### config.mk
export PLATFORM = sky130hd
export DESIGN_NAME = pwm_ramp_gen
export DESIGN_NICKNAME = d
export VERILOG_FILES = /design/src/rtl/pwm_ramp_pkg.sv /design/src/rtl/pwm_period_counter.sv /design/src/rtl/pwm_width_ramp.sv /design/src/rtl/pwm_compare_out.sv /design/src/rtl/pwm_ramp_gen.sv
export SDC_FILE = /design/constraint.sdc
export NUM_CORES = 1
export LEC_CHECK = 0
export ABC_AREA = 1
export BUFFER_PORTS_ARGS = -buffer_cell sky130_fd_sc_hd__clkbuf_2
export CAP_MARGIN = 40
export CORE_AREA = 3 3 115 117
export CTS_CLUSTER_DIAMETER = 80
export DETAILED_ROUTE_END_ITERATION = 16
export DIE_AREA = 0 0 118 120
export PLACE_DENSITY = 0.86
export REMOVE_ABC_BUFFERS = 1
export SLEW_MARGIN = 20
export SYNTH_ARGS = -nofsm -noshare
export SYNTH_HDL_FRONTEND = slang
export SYNTH_SLANG_ARGS = --single-unit
### constraint.sdc
create_clock -name clk -period 9.1 [get_ports clk]
set_input_delay 1.82 -clock clk [delete_from_list [all_inputs] [get_ports clk]]
set_output_delay 1.82 -clock clk [all_outputs]
set_load 0.02 [all_outputs]
### src/rtl/pwm_ramp_pkg.sv
package pwm_ramp_pkg;
  localparam int ARITH_W = 32;
  typedef logic [ARITH_W-1:0] arith_t;

  // Move cur toward tgt by stp, landing on tgt when closer than stp.
  function automatic arith_t step_toward(arith_t cur, arith_t tgt, arith_t stp);
    arith_t gap;
    arith_t res;
    if (cur < tgt) begin
      gap = tgt - cur;
      res = (stp < gap) ? cur + stp : tgt;
    end else if (cur > tgt) begin
      gap = cur - tgt;
      res = (stp < gap) ? cur - stp : tgt;
    end else begin
      res = cur;
    end
    return res;
  endfunction

  // Output level for one count of the period.
  function automatic logic duty_high(arith_t c, arith_t w);
    return c < w;
  endfunction
endpackage

### src/rtl/pwm_period_counter.sv
module pwm_period_counter #(
  parameter int W = 16
) (
  input  logic         clk,
  input  logic         rst,
  output logic [W-1:0] cnt_o,
  output logic         wrap_o
);
  localparam logic [W-1:0] CNT_MAX = '1;

  logic [W-1:0] cnt_q;

  always_ff @(posedge clk) begin
    if (rst) cnt_q <= '0;
    else     cnt_q <= cnt_q + 1'b1;
  end

  assign cnt_o  = cnt_q;
  assign wrap_o = (cnt_q == CNT_MAX);

  assert_count_advance_R1: assert property (@(posedge clk) disable iff (rst)
    (cnt_q != CNT_MAX) |=> (cnt_q == $past(cnt_q) + 1'b1));
  assert_count_rollover_R1: assert property (@(posedge clk) disable iff (rst)
    wrap_o |=> (cnt_q == '0));
  assert_wrap_single_R1: assert property (@(posedge clk) disable iff (rst)
    wrap_o |=> !wrap_o);
endmodule

### src/rtl/pwm_width_ramp.sv
module pwm_width_ramp
  import pwm_ramp_pkg::*;
#(
  parameter int W = 16
) (
  input  logic         clk,
  input  logic         rst,
  input  logic         start,
  input  logic         wrap,
  input  logic [W-1:0] target_in,
  input  logic [W-1:0] step_in,
  input  logic [W-1:0] init_in,
  output logic [W-1:0] width_o,
  output logic         done_o
);
  localparam int PAD_W = ARITH_W - W;

  function automatic arith_t widen(logic [W-1:0] v);
    return {{PAD_W{1'b0}}, v};
  endfunction

  logic [W-1:0] width_q, tgt_q, step_q;
  logic         active_q, done_q;

  // Named internal events for the assertions.
  logic [W-1:0] eff_tgt, eff_step, width_nx;
  logic         eff_active, stepping, arrive;

  assign eff_tgt    = start ? target_in : tgt_q;
  assign eff_step   = start ? step_in   : step_q;
  assign eff_active = start | active_q;
  assign stepping   = wrap & eff_active;
  assign width_nx   = W'(step_toward(widen(width_q), widen(eff_tgt), widen(eff_step)));
  assign arrive     = stepping & (width_nx == eff_tgt);

  always_ff @(posedge clk) begin
    if (rst) begin
      width_q  <= init_in;
      tgt_q    <= init_in;
      step_q   <= '0;
      active_q <= 1'b0;
      done_q   <= 1'b0;
    end else begin
      if (start) begin
        tgt_q  <= target_in;
        step_q <= step_in;
      end
      if (stepping) width_q <= width_nx;
      if (arrive) begin
        active_q <= 1'b0;
        done_q   <= 1'b1;
      end else if (start) begin
        active_q <= 1'b1;
        done_q   <= 1'b0;
      end
    end
  end

  assign width_o = width_q;
  assign done_o  = done_q;

  assert_width_only_at_wrap_R3: assert property (@(posedge clk) disable iff (rst)
    !wrap |=> $stable(width_q));
  assert_no_overshoot_up_R4: assert property (@(posedge clk) disable iff (rst)
    (stepping && (width_q < eff_tgt)) |=> (width_q <= $past(eff_tgt)));
  assert_no_overshoot_down_R4: assert property (@(posedge clk) disable iff (rst)
    (stepping && (width_q > eff_tgt)) |=> (width_q >= $past(eff_tgt)));
  assert_done_sticky_R5: assert property (@(posedge clk) disable iff (rst)
    (done_q && !start) |=> done_q);
  assert_start_clears_done_R5: assert property (@(posedge clk) disable iff (rst)
    (start && !stepping) |=> !done_q);
  assert_equal_target_done_R8: assert property (@(posedge clk) disable iff (rst)
    (stepping && (width_q == eff_tgt)) |=> (done_q && $stable(width_q)));
endmodule

### src/rtl/pwm_compare_out.sv
module pwm_compare_out
  import pwm_ramp_pkg::*;
#(
  parameter int W = 16
) (
  input  logic         clk,
  input  logic         rst,
  input  logic [W-1:0] cnt_i,
  input  logic [W-1:0] width_i,
  output logic         pwm_o
);
  localparam int PAD_W = ARITH_W - W;

  logic pwm_q;
  logic level_nx;

  assign level_nx = duty_high({{PAD_W{1'b0}}, cnt_i}, {{PAD_W{1'b0}}, width_i});

  always_ff @(posedge clk) begin
    if (rst) pwm_q <= 1'b0;
    else     pwm_q <= level_nx;
  end

  assign pwm_o = pwm_q;

  assert_zero_width_low_R2: assert property (@(posedge clk) disable iff (rst)
    (width_i == '0) |=> !pwm_q);
  assert_last_count_low_R2: assert property (@(posedge clk) disable iff (rst)
    (cnt_i == '1) |=> !pwm_q);
  assert_first_count_high_R2: assert property (@(posedge clk) disable iff (rst)
    ((cnt_i == '0) && (width_i != '0)) |=> pwm_q);
endmodule

### src/rtl/pwm_ramp_gen.sv
module pwm_ramp_gen #(
  parameter int CNT_W = 16
) (
  input  logic             clk,
  input  logic             rst,
  input  logic             start,
  input  logic [CNT_W-1:0] target_width,
  input  logic [CNT_W-1:0] step_size,
  input  logic [CNT_W-1:0] init_width,
  output logic             pwm_out,
  output logic [CNT_W-1:0] width_now,
  output logic             period_wrap,
  output logic             ramp_done
);
  logic [CNT_W-1:0] cnt_w;
  logic             wrap_w;
  logic [CNT_W-1:0] width_w;

  pwm_period_counter #(.W(CNT_W)) u_counter (
    .clk    (clk),
    .rst    (rst),
    .cnt_o  (cnt_w),
    .wrap_o (wrap_w)
  );

  pwm_width_ramp #(.W(CNT_W)) u_ramp (
    .clk       (clk),
    .rst       (rst),
    .start     (start),
    .wrap      (wrap_w),
    .target_in (target_width),
    .step_in   (step_size),
    .init_in   (init_width),
    .width_o   (width_w),
    .done_o    (ramp_done)
  );

  pwm_compare_out #(.W(CNT_W)) u_compare (
    .clk     (clk),
    .rst     (rst),
    .cnt_i   (cnt_w),
    .width_i (width_w),
    .pwm_o   (pwm_out)
  );

  assign width_now   = width_w;
  assign period_wrap = wrap_w;

  assert_reset_state_R6: assert property (@(posedge clk)
    rst |=> (!pwm_out && !ramp_done && (cnt_w == '0)));
endmodule

==> impl_metrics.json, run 1 <==
{
  "status": "completed",
  "gp_congestion": 1.017,
  "io_buffers": 69,
  "slew_violations": 0,
  "wl_um": 24500,
  "syn_area_per_cell_um2": 6.827,
  "ff2ff_setup_slack_ps": 3840,
  "wl_per_cell_um": 17.53,
  "cts_inserted_buffers": 9,
  "postCtsSetupBuffers": 0,
  "use_met1_pct": 47.46,
  "grt_pass1_wl_um": 38790,
  "drtAntennaViolNets": 0,
  "drt_first_pass_iters": 6,
  "nNetsFinal": 1385,
  "synth-seq-cells": 67,
  "syn2layout_area_growth_pct": 9.148,
  "switching_power_mw": 1.317,
  "setup_tns_ps": 0,
  "fin_crit_sh_pct": 75.88,
  "synth_top_area_share_pct": 17.23,
  "crit_slowest_cell": "ha_1",
  "grt_pass1_vias": 7569,
  "antenna_found_initial": 0,
  "slew-limit-headroom_pct": 51.93,
  "syn-cell-area_um2": 7988,
  "ys.flop_type": "dfxtp_1",
  "clockRootBuffer": "clkbuf_16",
  "die_w_um": 118,
  "rsz0062_at_grt": "false",
  "clock_skew_ps": 11.30,
  "crit_type": "input port to register",
  "cap_violations": 0,
  "synth_cell_types": 54,
  "die_y_um": 120,
  "cpPeakStageDelay_ps": 490,
  "period_needed_ps": 6905,
  "layout-drive-gt1-share_pct": 13.88,
  "via_count": 8129,
  "hp-class": "register to register",
  "vdd_drop_max_uv": 125.4,
  "clock_latency_ps": 350,
  "drt_iter0_markers": 856,
  "grt_busiest_layer": "met2",
  "grt-ovfl-total": 0,
  "swShare_pct": 53.44,
  "n_antenna_cell": 0,
  "startpoint_type": "input port",
  "dp_hpwl_um": 19450,
  "grt_util_met2_pct": 56.09,
  "ys_warn_count": 0,
  "drc": 0,
  "hold_viol": 0,
  "fin_ws_ps": 2195,
  "tightestPinTransition_ps": 721.0,
  "synth_top_area_cell": "ha_1",
  "met3_usage_pct": 4.948,
  "synthArstFlopShare_pct": 0,
  "synth_edf_count": 16,
  "synth.area.top_cells": "ha_1, dfxtp_1, nand2_1",
  "hold_buffers": 0,
  "combPwrFrac_pct": 67.7,
  "fmax_mhz": 144.8,
  "cts_resized": 0,
  "required_ps": 9340,
  "detailedPlace.worstSlack_ps": 1965,
  "num_rows": 41,
  "p_int_mw": 1.147,
  "grt_start_max_net_pins": 74,
  "cts_tree": "done",
  "final_common_cell": "nand2_1",
  "core-area_um2": 12470,
  "clock_path_buffers": 2,
  "cts.sinks": 67,
  "crit_path_frequent_cell": "nand2_1",
  "start_util_pct": 64.08,
  "pin_count": 70,
  "p_leak_nw": 4.525,
  "h-tree-depth": 3,
  "total_power_mw": 2.464,
  "crit_fanout": 33,
  "pwr-share-clk_pct": 16.4,
  "die_area_um2": 14160,
  "p_seq_share_pct": 16.0,
  "worstSetupEndpointType": "register",
  "gr-usage-all-layers_pct": 34.61,
  "p_per_area_nw_per_um2": 282.7,
  "cp_data_arrival_time_ps": 7150,
  "setup_violations": 0,
  "most-common-layout-cells": "nand2_1, inv_1, ha_1, o21ai_0, nand3_1",
  "seq_area_frac_synth_pct": 18.80,
  "via_per_inst": 5.819,
  "synthCells": 1170,
  "clkTransAtPathRegs_ps": 60
}
## worst max-delay path, delay by kind of cell
family,cells,cell delay [ps]
simple gates,17,2340
xor+xnor,1,200
buf+inv,6,640
compound gates,6,1380
fa+ha+maj,2,760
## logic make-up after synthesis
kind of cell             share of synthesized area [%]
buffers and inverters                            9.571
AND/OR/NAND/NOR                                  29.62
flip-flops                                       18.80
AO/OA/AOI/OAI                                    17.97
adder cells (fa/ha/maj)                          18.23
XOR/XNOR                                         5.811
## cell type report
type	instances	area (um2)
tap	172	215.2
fill	1128	3747
timing repair buffer	75	397.9
clock buffer	11	252.7
inverter	145	544.3
multi-input combinational	922	5722
sequential	67	1501
clock inverter	5	85.08
## final timing paths
check | from | end | cells past startpoint
max | start | u_ramp.active_q | 32
min | u_counter.cnt_o[0] | u_counter.cnt_o[0] | 1
max reg2reg | u_ramp.tgt_q[2] | u_ramp.active_q | 29
min reg2reg | u_counter.cnt_o[0] | u_counter.cnt_o[0] | 1
## Yosys cell counts, drive strengths merged (3+ instances only)
| master | n |
|---|---|
| nand2 | 249 |
| dfxtp | 51 |
| buf | 20 |
| xor2 | 44 |
| o21ai | 115 |
| clkbuf | 16 |
| fa | 4 |
| edfxtp | 16 |
| o21bai | 8 |
| nand4 | 13 |
| or2 | 31 |
| nand3 | 107 |
| a21o | 14 |
| o21a | 9 |
| nor3 | 11 |
| inv | 145 |
| xnor2 | 9 |
| nor2 | 85 |
| ha | 110 |
| nor3b | 3 |
| a21oi | 92 |
## routing by layer
metal  share of wire (%)  routed length, um  vias up
li1                    -                  -     3993
met1                  44              10810     3720
met2                  46              11150      369
met3                 8.0               1952       47
met4                 2.4                590        0
met5                   0                  0        -
## flip-flops by register name (all words and copies together) (netlist names)
name,cells
u_compare.pwm_o,1
u_counter.cnt_o,16
u_ramp.active_q,1
u_ramp.done_o,1
u_ramp.step_q,16
u_ramp.tgt_q,16
u_ramp.width_o,16
## metrics by stage
stage | hold WS (ps) | cells | area (um2) | utilization (%)
3_5_place_dp | 457.6 | 1380 | 8366 | 67.11
5_1_grt | 506.9 | 1397 | 8718 | 69.94
6_report | 461.7 | 1397 | 8718 | 69.94
2_1_floorplan | 427.0 | 1134 | 7767 | -
4_1_cts | 469.5 | 1396 | 8703 | 69.82
3_3_place_gp | 440.5 | 1380 | 8366 | 67.11
## power groups by stage
stage / Combinational (mW) / Clock [mW] / Sequential, mW
3_5_place_dp: 1.61 / 0 / 0.398
5_1_grt: 1.84 / 0.416 / 0.397
2_1_floorplan: 1.16 / 0 / 0.401
3_3_place_gp: 1.59 / 0 / 0.397
6_report: 1.67 / 0.403 / 0.393
4_1_cts: 1.63 / 0.406 / 0.391
Note: power is estimated with default switching activity, not from simulation.
==> run 2: changes to the inputs <==
--- a/config.mk
+++ b/config.mk
@@ -8,11 +8,11 @@
 export ABC_AREA = 1
 export BUFFER_PORTS_ARGS = -buffer_cell sky130_fd_sc_hd__clkbuf_2
 export CAP_MARGIN = 40
-export CORE_AREA = 3 3 115 117
+export CORE_AREA = 3 3 118 120
 export CTS_CLUSTER_DIAMETER = 80
 export DETAILED_ROUTE_END_ITERATION = 16
-export DIE_AREA = 0 0 118 120
-export PLACE_DENSITY = 0.86
+export DIE_AREA = 0 0 121 123
+export PLACE_DENSITY = 0.82
 export REMOVE_ABC_BUFFERS = 1
 export SLEW_MARGIN = 20
 export SYNTH_ARGS = -nofsm -noshare
==> constraint.sdc (replaced) <==
create_clock -name clk -period 6.77 [get_ports clk]
set_input_delay 1.354 -clock clk [delete_from_list [all_inputs] [get_ports clk]]
set_output_delay 1.354 -clock clk [all_outputs]
set_load 0.02 [all_outputs]
==> run 2 against run 1 <==
Core utilization decreased by 2.6 points. Non-clock buffer count increased by 9. Register-to-register slack got worse by 2100 ps. Flip-flop and latch count unchanged. Largest cell class unchanged. Global-route usage increased by 0.30 points. Sequential share of layout area decreased by 0.17 points. Combinational power increased by 38%. Wire length increased by 4.2%. Cell area increased by 1.0%. Die area increased by 5.1%. Clock skew decreased by 0.73 ps. Sequential power increased by 35%.
==> impl_metrics.json, run 2 (synthesis gave the netlist of run 1 again) <==
{
  "status": "completed",
  "switching_power_mw": 1.817,
  "gr-usage-all-layers_pct": 34.91,
  "clock_path_buffers": 2,
  "num_rows": 42,
  "fmax_mhz": 163.8,
  "h-tree-depth": 3,
  "io_buffers": 69,
  "combPwrFrac_pct": 67.9,
  "dp_hpwl_um": 20260,
  "cts.sinks": 67,
  "hold_viol": 0,
  "regArea_um2": 1501,
  "tightestPinTransition_ps": 735.7,
  "path_delay_family": "simple AND/OR/NAND/NOR gates",
  "fillers": 1236,
  "core-area_um2": 13090,
  "grt-ovfl-total": 0,
  "drc": 0,
  "period_needed_ps": 6104,
  "clock_latency_ps": 350,
  "nNetsFinal": 1394,
  "layout-drive-gt1-share_pct": 14.42,
  "setup_violations": 0,
  "rsz0062_at_grt": "false",
  "grt_pass1_wl_um": 40300,
  "p_int_mw": 1.571,
  "startpoint_type": "input port",
  "grt_start_max_net_pins": 74,
  "p_leak_nw": 4.578,
  "required_ps": 7010,
  "slew_violations": 0,
  "crit_buf_inv": 5,
  "antenna_found_initial": 0,
  "cap_violations": 0,
  "worstSetupEndpointType": "register",
  "p_per_area_nw_per_um2": 384.7,
  "met3_usage_pct": 5.901,
  "drt_first_pass_iters": 7,
  "via_count": 8078,
  "cts_inserted_buffers": 9,
  "die_w_um": 121,
  "drtAntennaViolNets": 0,
  "cpPeakStageDelay_ps": 640,
  "hold_buffers": 0,
  "start_util_pct": 61.04,
  "crit_fanout": 33,
  "vdd_drop_max_uv": 181.1,
  "grt_busiest_layer": "met2",
  "drt_iter0_markers": 829,
  "grt_util_met2_pct": 57.07,
  "final_common_cell": "nand2_1",
  "multi_input_area_um2": 5722,
  "clockRootBuffer": "clkbuf_16",
  "gp_congestion": 1.013,
  "slew-limit-headroom_pct": 50.95,
  "final-instance-count-excl-fill": 1410,
  "postCtsSetupBuffers": 0,
  "cp_data_arrival_time_ps": 6350,
  "crit_slowest_cell": "o311ai_0",
  "most-common-layout-cells": "nand2_1, inv_1, ha_1, o21ai_0, nand3_1",
  "die_y_um": 123,
  "wl_um": 25520,
  "clock_skew_ps": 10.57,
  "pwr-share-clk_pct": 16.5,
  "use_met1_pct": 45.87,
  "cts_tree": "done",
  "cts_resized": 0,
  "hp-class": "register to register",
  "clkTransAtPathRegs_ps": 60,
  "dp.cells": 1393,
  "fin_crit_sh_pct": 90.17,
  "wl_per_cell_um": 18.10,
  "crit_path_frequent_cell": "nand2_1",
  "syn2layout_area_growth_pct": 10.26,
  "p_seq_share_pct": 15.7,
  "grt_pass1_vias": 7874,
  "via_per_inst": 5.729,
  "n_antenna_cell": 0,
  "swShare_pct": 53.62,
  "pin_count": 70,
  "setup_tns_ps": 0,
  "die_area_um2": 14880,
  "crit_type": "input port to register"
}
==> run 2: cell types whose count changed in the layout (fill, tap and decap cells not counted), sizes merged <==
cell      before  now
clkinvlp       1    0
bufinv         2    3
clkbuf        80   79
buf            6   15
inv          145  146
==> run 2: worst reg2reg max path: stages, from the launching register on <==
cell and delay, ps:
dfxtp_1 290, o21ai_0 530, inv_1 210, ha_1 480, nand2_2 100, inv_2 100, nand3_1 140, o311ai_0 640
xnor2_1 190, ha_1 330, a21oi_1 140, o21ai_0 90, a21oi_1 230, nand2_4 230, nand2_8 220, nand2_1 160
nand3_1 120, nand2_1 70, nand2_1 110, nand2_1 60, nor2_1 100, nand2_1 70, nor2_2 100, nand3_2 110
nand3_1 80, inv_1 50
==> run 2: final timing paths <==
kind / from / endpoint / slack [ps] / cells past startpoint
setup reg to reg: u_ramp.tgt_q[10] / u_ramp.active_q / 1720 / 25
hold reg to reg: u_counter.cnt_o[0] / u_counter.cnt_o[0] / 470 / 1
hold / removal: u_counter.cnt_o[0] / u_counter.cnt_o[0] / 470 / 1
setup / recovery: start / u_ramp.active_q / 670 / 27
==> run 2: layout make-up <==
type                            count  share of cell area, %
Clock buffer                       10                  2.600
Clock inverter                      6                  1.279
Inverter                          145                  6.180
Multi-Input combinational cell    922                  64.97
Sequential cell                    67                  17.05
Tap cell                          176                  2.500
Timing Repair Buffer               84                  5.427
==> run 2: metal layers <==
layer	share of wire [%]	routed length [um]
met1	43	10960
met4	3.3	852
met5	0	0
met2	45	11570
met3	8.4	2139
==> run 2: power groups by stage <==
| stage | clock network, mW | registers, mW | logic, mW |
|---|---|---|---|
| after floorplan | 0 | 0.539 | 1.56 |
| after global placement | 0 | 0.534 | 2.19 |
| after detailed placement | 0 | 0.536 | 2.21 |
| after CTS | 0.559 | 0.527 | 2.24 |
| after global routing | 0.575 | 0.535 | 2.54 |
| final | 0.558 | 0.531 | 2.30 |
==> run 2: metrics by stage <==
stage	util (%)	power (mW)	setup WS, ps	hold slack, ps	instance area (um2)
floorplan	-	2.096	1427	427.0	7767
detailed placement	64.58	2.750	502.5	458.7	8451
finish	67.31	3.388	665.7	467.1	8807
global placement	64.58	2.728	491.2	441.1	8451
CTS	67.19	3.327	867.2	472.4	8792
global route	67.31	3.648	308.4	495.2	8807
==> run 3: changes to the inputs <==
--- a/config.mk
+++ b/config.mk
@@ -8,13 +8,14 @@
 export ABC_AREA = 1
 export BUFFER_PORTS_ARGS = -buffer_cell sky130_fd_sc_hd__clkbuf_2
 export CAP_MARGIN = 40
-export CORE_AREA = 3 3 118 120
+export CORE_AREA = 3 3 119 121
 export CTS_CLUSTER_DIAMETER = 80
 export DETAILED_ROUTE_END_ITERATION = 16
-export DIE_AREA = 0 0 121 123
-export PLACE_DENSITY = 0.82
+export DIE_AREA = 0 0 122 124
+export PLACE_DENSITY = 0.83
 export REMOVE_ABC_BUFFERS = 1
 export SLEW_MARGIN = 20
 export SYNTH_ARGS = -nofsm -noshare
 export SYNTH_HDL_FRONTEND = slang
+export SYNTH_HIERARCHICAL = 1
 export SYNTH_SLANG_ARGS = --single-unit
==> run 3 against run 2 <==
First-iteration DRC count increased by 22%. Die area grew 1.6%. Global-route usage down 1.6 points. Combinational power down 11%. Area after synthesis rose by 2.6%. Setup slack better by 89 ps. Critical path depth grew 5. Core utilization is 0.45 points higher. Sequential power about the same. Non-clock buffer count decreased by 8. Cell count up 5.1%. Largest power group unchanged. Hold slack better by 24 ps.
==> impl_metrics.json, run 3 <==
{
  "status": "completed",
  "grt_pass1_vias": 7945,
  "p_per_area_nw_per_um2": 344.6,
  "ys_warn_count": 6,
  "pin_count": 70,
  "gp_congestion": 1.027,
  "startpoint_type": "input port",
  "die_y_um": 124,
  "drt_first_pass_iters": 8,
  "dp_hpwl_um": 19960,
  "crit_fanout": 19,
  "tightestPinTransition_ps": 823.4,
  "syn2layout_area_growth_pct": 9.070,
  "ys.flop_type": "dfxtp_1",
  "drt_iter0_markers": 1012,
  "cpPeakStageDelay_ps": 450,
  "synth_cell_types": 53,
  "h-tree-depth": 3,
  "yosysMostFrequentCell": "nand2_1",
  "crit_slowest_cell": "ha_1",
  "worstHoldStart": "u_counter/cnt_o[0]",
  "die_area_um2": 15130,
  "vdd_drop_max_uv": 219.5,
  "min_to": "u_counter/cnt_o[0]",
  "worstSetupEndpointType": "register",
  "grt_pass1_wl_um": 39580,
  "cap_violations": 0,
  "setup_violations": 0,
  "via_count": 8567,
  "period_needed_ps": 6015,
  "clkTransAtPathRegs_ps": 70,
  "final_core_utilization_pct": 67.76,
  "clock_latency_ps": 330,
  "detailedPlace.worstSlack_ps": 551.0,
  "fmax_mhz": 166.3,
  "core-area_um2": 13190,
  "cp_data_arrival_time_ps": 6250,
  "wl_um": 25280,
  "ff2ff_setup_slack_ps": 2040,
  "syn-cell-area_um2": 8194,
  "via_per_inst": 5.781,
  "synth-seq-cells": 67,
  "synthArstFlopShare_pct": 0,
  "crit_path_frequent_cell": "nand2_1",
  "grt_start_max_net_pins": 76,
  "start_util_pct": 62.12,
  "layout-drive-gt1-share_pct": 13.78,
  "drtAntennaViolNets": 0,
  "rsz0062_at_grt": "false",
  "clock_skew_ps": 9.256,
  "hold_buffers": 0,
  "hold_viol": 0,
  "p_leak_nw": 4.729,
  "num_rows": 42,
  "hold_slack_ps": 490.7,
  "rr_startpoint": "u_ramp/tgt_q[8]",
  "nNetsFinal": 1466,
  "synthCells": 1246,
  "antenna_found_initial": 0,
  "cts_tree": "done",
  "final_area_um2": 8937,
  "required_ps": 7000,
  "clock_path_buffers": 2,
  "most-common-layout-cells": "nand2_1, inv_1, ha_1, nand3_1, o21ai_0",
  "cts.sinks": 67,
  "cts_resized": 0,
  "reg2reg_depth": 29,
  "synth_top_area_cell": "ha_1",
  "die_w_um": 122,
  "clockRootBuffer": "clkbuf_16",
  "n_antenna_cell": 0,
  "fin_ws_ps": 755.2,
  "dpl_cell_area_um2": 8618,
  "io_buffers": 69,
  "hold_path_depth": 1,
  "synth_top_area_share_pct": 16.80,
  "crit_type": "input port to register",
  "r2r_end": "u_ramp/active_q",
  "wl_per_cell_um": 17.06,
  "setup_tns_ps": 0,
  "drc": 0,
  "syn_area_per_cell_um2": 6.576,
  "grt-ovfl-total": 0,
  "synth_edf_count": 16,
  "synth.area.top_cells": "ha_1, nand2_1, dfxtp_1",
  "final_common_cell": "nand2_1",
  "yosys-top-cells-count": "nand2_1, inv_1, ha_1",
  "gr-usage-all-layers_pct": 33.27,
  "cts_inserted_buffers": 9,
  "fin_crit_sh_pct": 88.84,
  "seq_area_frac_synth_pct": 18.32,
  "postCtsSetupBuffers": 0,
  "slew_violations": 0,
  "hp-class": "register to register",
  "slew-limit-headroom_pct": 44.97
}
## run 3: cell count changes after synthesis, sizes merged, moves of 5 or more
| cell | before | now |
|---|---|---|
| a21o | 14 | 6 |
| nand2 | 249 | 294 |
| nor2 | 85 | 105 |
| o21bai | 8 | 13 |
| inv | 145 | 177 |
| xnor2 | 9 | 4 |
| a21oi | 92 | 84 |
## run 3: how the worst max path moves through the flow
stage                     startpoint               to  slack [ps]  cells past startpoint
after floorplan                start  u_ramp/active_q        1490                     31
after global placement         start  u_ramp/active_q         610                     32
after detailed placement       start  u_ramp/active_q         550                     32
after CTS                      start  u_ramp/active_q         860                     32
after global routing           start  u_ramp/active_q         340                     32
final                          start  u_ramp/active_q         760                     32
## run 3: metrics by stage
stage,total power [mW],cells
after floorplan,1.995,1214
after global placement,2.487,1466
after detailed placement,2.509,1466
after CTS,3.037,1482
after global routing,3.349,1482
final,3.079,1482
## run 3: area by class of cell
| type | instances | area (um2) |
|---|---|---|
| clock inverter | 5 | 65.06 |
| fill | 1248 | 4253 |
| clock buffer | 11 | 254.0 |
| sequential | 67 | 1501 |
| inverter | 177 | 664.4 |
| multi-input combinational | 970 | 5834 |
| tap | 176 | 220.2 |
| timing repair buffer | 76 | 397.9 |
## run 3: worst max-delay path: cells and delay by family
family	cells	cell delay, ps
simple gates	15	1930
compound gates	8	1400
fa+ha+maj	2	700
buf+inv	6	680
xor+xnor	1	160
## run 3: metal layers
metal	vias to the layer above	global-route usage (%)	share of wire [%]
met2	411	56.56	47
met4	0	10.36	2.3
met1	3918	44.07	42
met3	48	4.314	8.6
li1	4190	-	-
met5	-	0	0
## run 3: kinds of logic (layout without fill, tap and decap cells)
group | count (synthesis) | count (layout) | share of synthesized area [%]
adders and majority gates | 114 | 114 | 17.77
DFF | 67 | 67 | 18.32
xor gates and xnor gates | 47 | 47 | 5.024
and+or+nand+nor | 570 | 570 | 31.62
buffers and inverters | 209 | 269 | 10.47
AOI/OAI and AO/OA | 239 | 239 | 16.78
## run 3: power by group
group | switching (mW) | leakage [nW] | internal (mW)
logic | 1.35 | 3.99 | 0.683
registers | 0.0691 | 0.581 | 0.464
clock network | 0.197 | 0.156 | 0.313
total | 1.62 | 4.73 | 1.46
